<file path="src/rtl/shr_pkg.sv">
package shr_pkg;
   // per-bit source selection produced by the operation decoder
   typedef enum logic [1:0] {
      MV_KEEP = 2'd0,  // bit keeps its own value
      MV_UP   = 2'd1,  // bit takes its lower neighbour (word moves toward MSB)
      MV_DN   = 2'd2,  // bit takes its upper neighbour (word moves toward LSB)
      MV_RSV  = 2'd3   // never produced; treated as keep
   } mv_e;

   localparam int unsigned OP_W = 3;
endpackage

</file>
<file path="src/rtl/shr_op_decode.sv">
module shr_op_decode
   import shr_pkg::*;
(
   input  logic [OP_W-1:0] op_i,
   output mv_e             mv_o,
   output logic            wrap_o
);
   always_comb begin
      mv_o   = MV_KEEP;
      wrap_o = 1'b0;
      unique case (op_i)
         3'b100: begin mv_o = MV_UP; wrap_o = 1'b0; end
         3'b101: begin mv_o = MV_UP; wrap_o = 1'b1; end
         3'b110: begin mv_o = MV_DN; wrap_o = 1'b0; end
         3'b111: begin mv_o = MV_DN; wrap_o = 1'b1; end
         default: begin mv_o = MV_KEEP; wrap_o = 1'b0; end
      endcase
   end
endmodule

</file>
<file path="src/rtl/shr_bit_sel.sv">
module shr_bit_sel
   import shr_pkg::*;
(
   input  logic own_i,
   input  logic below_i,
   input  logic above_i,
   input  mv_e  mv_i,
   output logic bit_o
);
   always_comb begin
      case (mv_i)
         MV_UP:   bit_o = below_i;
         MV_DN:   bit_o = above_i;
         default: bit_o = own_i;
      endcase
   end
endmodule

</file>
<file path="src/rtl/shr_edge_src.sv">
module shr_edge_src (
   input  logic wrap_i,
   input  logic fill_i,
   input  logic far_bit_i,
   output logic edge_o
);
   assign edge_o = wrap_i ? far_bit_i : fill_i;
endmodule

</file>
<file path="src/rtl/shr_shift_rot.sv">
module shr_shift_rot
   import shr_pkg::*;
#(
   parameter int unsigned WIDTH = 4
) (
   input  logic [WIDTH-1:0] data_i,
   input  logic [2:0]       op_i,
   input  logic             fill_msb_i,
   input  logic             fill_lsb_i,
   output logic [WIDTH-1:0] data_o
);
   localparam int unsigned TOP = WIDTH - 1;

   if (WIDTH < 2) begin : g_bad_width
      $error("shr_shift_rot: WIDTH must be at least 2");
   end

   mv_e  mv;
   logic wrap;
   logic edge_lo;  // feeds bit 0 when the word moves toward MSB
   logic edge_hi;  // feeds the top bit when the word moves toward LSB

   shr_op_decode u_dec (
      .op_i   (op_i),
      .mv_o   (mv),
      .wrap_o (wrap)
   );

   shr_edge_src u_edge_lo (
      .wrap_i    (wrap),
      .fill_i    (fill_lsb_i),
      .far_bit_i (data_i[TOP]),
      .edge_o    (edge_lo)
   );

   shr_edge_src u_edge_hi (
      .wrap_i    (wrap),
      .fill_i    (fill_msb_i),
      .far_bit_i (data_i[0]),
      .edge_o    (edge_hi)
   );

   for (genvar i = 0; i < WIDTH; i++) begin : g_bit
      logic below;
      logic above;
      if (i == 0) begin : g_lo_end
         assign below = edge_lo;
      end else begin : g_lo_mid
         assign below = data_i[i-1];
      end
      if (i == TOP) begin : g_hi_end
         assign above = edge_hi;
      end else begin : g_hi_mid
         assign above = data_i[i+1];
      end
      shr_bit_sel u_sel (
         .own_i   (data_i[i]),
         .below_i (below),
         .above_i (above),
         .mv_i    (mv),
         .bit_o   (data_o[i])
      );
   end
endmodule

</file>
<file path="config.mk">
export PLATFORM = sky130hd
export DESIGN_NAME = shr_shift_rot
export DESIGN_NICKNAME = d
export VERILOG_FILES = /design/src/rtl/shr_pkg.sv /design/src/rtl/shr_op_decode.sv /design/src/rtl/shr_bit_sel.sv /design/src/rtl/shr_edge_src.sv /design/src/rtl/shr_shift_rot.sv
export SDC_FILE = /design/constraint.sdc
export NUM_CORES = 1
export LEC_CHECK = 0
export BUFFER_PORTS_ARGS = -buffer_cell sky130_fd_sc_hd__buf_2
export CAP_MARGIN = 20
export CORE_AREA = 2 2 39 41
export DETAILED_ROUTE_END_ITERATION = 10
export DIE_AREA = 0 0 41 43
export GPL_TIMING_DRIVEN = 0
export PLACE_DENSITY = 0.34
export SYNTH_ARGS = -nofsm -noshare
export SYNTH_HDL_FRONTEND = slang
export SYNTH_SLANG_ARGS = --single-unit
</file>
<file path="constraint.sdc">
create_clock -name vclk -period 0.95
set_clock_uncertainty 0.05 [all_clocks]
set_input_delay 0.0475 -clock vclk [all_inputs]
set_output_delay 0.0475 -clock vclk [all_outputs]
set_load 0.01 [all_outputs]
</file>
==> impl_metrics.yaml <==
run_status:
  status: "finished with violations"
  violations: "negative setup slack"
logic_synthesis:
  synth_top_family_by_area: "compound AO/OA/AOI/OAI gates"
  yosys.area_share.adder_pct: 13.99
  synth_cells: 28
  synthSimpleGateAreaFrac_pct: 25.87
  synthXorXnorAreaFrac_pct: 0
  synthMuxAreaShare_pct: 0
  yosysUniqueCellTypes: 13
  synth_seq_area_share_pct: 0
  avgSynthCellArea_um2: 6.390
  synth_area_um2: 178.9
  synth_compound_area_share_pct: 39.16
  yosysWarnings: 0
  syn-num-nets: 39
setup_path:
  worstSetupPathType: "in -> out"
  cp.arrival_ns: 0.93
  crit_slowest_cell: "ha_4"
  crit_top_cell: "buf_6"
  cp-startpoint: "op_i[1]"
  crit_fanout: 8
  required_ns: 0.85
  max_stage_delay_ns: 0.32
  cp_top_family: "simple AND/OR/NAND/NOR gates"
  crit_chain: "buf_6 > and2_4 > ha_4 > nor2b_4 > a21oi_2 > buf_6"
  critPathBufInv: 2
  critPathCaptureType: "primary output"
  crit_path_start_kind: "input port"
global_routing:
  first_global_vias: 188
  grt_overflow: 0
  grt_max_degree: 9
  grt_pass1_wl_um: 710
  track_usage_pct: 5.395
  antenna_found_initial: 0
floorplan:
  fp-row-count: 14
  initial_core_util_pct: 12.93
  core_mm2: 0.001384
  die-area_mm2: 0.001763
  ios: 13
  die_h_um: 43
  die_x_um: 41
cells_and_area:
  drive_gt1_share_pct: 76.32
  seq_area_um2: 0
  seq_cells: 0
  final_common_cell: "buf_2"
  clock_buffers: 0
  layout_common_cells: "buf_2 (7), buf_6 (5), a21oi_2 (4)"
  area_growth_pct: 102.8
  nFillCells: 152
  antenna_cells: 0
  final_nets: 51
  layout.cells.non_filler: 54
hold_path:
  hp-class: "in -> out"
  min_path_cells: 4
  holdPathEnd: "data_o[1]"
  min_from: "data_i[1]"
sta:
  finalHoldViolCount: 0
  worst-slew-pin-transition_ns: 0.1784
  max_freq_mhz: 970.8
  report.final.setup_viol: 4
  rsz0062_at_grt: "yes"
  max_slew_margin_pct: 88.03
  tns_ns: -0.2322
  period_needed_ns: 1.030
  drv_slew: 0
  setup_ws_ns: -0.08003
  finalCritPeriodShare_pct: 108.4
placed_design:
  io_buffers: 13
  place_congestion: 0.5889
  dp_cells: 57
detailed_routing:
  drc_errors: 0
  vias_per_cell: 4.167
  drt_wl_total_um: 517
  wl_per_cell_um: 9.574
  dr.pass1.iters: 2
  ant_nets: 0
  vias: 225
  drt_iter0_drc: 1
clocking:
  ctsHoldBuffers: 0
flow_run:
  maxCapViolCount: 0
power_and_ir_drop:
  p_leak_uw: 0.0001617
  pwr-share-comb_pct: 100.0
  power_uw: 207.9
  seqPwrFrac_pct: 0
  power_switching_uw: 88.60
  max-vdd-ir-drop_v: 0.0001580
  switching_share_pct: 42.61
  powerDensity_mw_per_mm2: 573.1
  p_int_uw: 119.3
  power.share.clock_pct: 0
-- worst max-delay path by stage --
stage,to,slack (ns),depth (start not counted)
floorplan,data_o[1],0.008,6
global placement,data_o[2],-0.30,8
detailed placement,data_o[1],-0.28,8
CTS,data_o[0],-0.14,6
global route,data_o[3],-0.12,6
finish,data_o[3],-0.08,6
-- cell type report --
type	instances	area, um^2	area share, %
Inverter	2	10.01	2.759
Multi-Input combinational cell	22	219.0	60.34
Tap cell	16	20.02	5.517
Timing Repair Buffer	14	113.9	31.38
-- stage by stage --
| stage | utilization (%) | hold slack [ns] | cell area, um^2 | setup slack, ns |
|---|---|---|---|---|
| 4_1_cts | 23.33 | 0.4382 | 322.8 | -0.1424 |
| 6_report | 26.22 | 0.3862 | 362.8 | -0.08003 |
| 2_1_floorplan | - | 0.2389 | 191.4 | 0.007540 |
| 3_5_place_dp | 19.98 | 0.4675 | 276.5 | -0.2789 |
| 3_3_place_gp | 19.98 | 0.4604 | 276.5 | -0.3016 |
| 5_1_grt | 26.22 | 0.4277 | 362.8 | -0.1181 |
-- power by group through the flow --
stage	Combinational [uW]	Clock (uW)	Sequential (uW)
5_1_grt	228	0	0
3_5_place_dp	153	0	0
3_3_place_gp	154	0	0
2_1_floorplan	99.3	0	0
6_report	208	0	0
4_1_cts	178	0	0
-- cells by family after synthesis --
kind of cell             after synthesis
AO/OA/AOI/OAI                         12
AND/OR/NAND/NOR                        8
adder cells (fa/ha/maj)                2
buffers and inverters                  6
-- Yosys cell counts --
master,instances,area share (%)
a21boi_0,2,8.4
nand2_1,2,4.2
nand2b_1,1,3.5
nor2b_1,2,7.0
o21ai_0,2,5.6
and2_2,1,4.2
a22oi_1,2,8.4
ha_1,2,14
and3_1,2,7.0
o21ai_1,2,5.6
buf_4,4,17
inv_1,2,4.2
a21oi_1,4,11
-- what timing repair did --
item	in CTS	in global routing
endpoints found under the setup margin	4	4
resized for setup	14	15
pin swaps	3	9
setup buffers	1	0
hold endpoints to repair	0	0
-- per-layer routing --
metal  track usage [%]  part of all wire [%]  vias to the layer above
li1                  -                     -                      116
met1             5.380                    38                      103
met2             11.56                    59                        6
met3                 0                   2.9                        0
met4                 0                     0                        0
met5                 0                     0                        -
(Power assumes the default switching activity.)
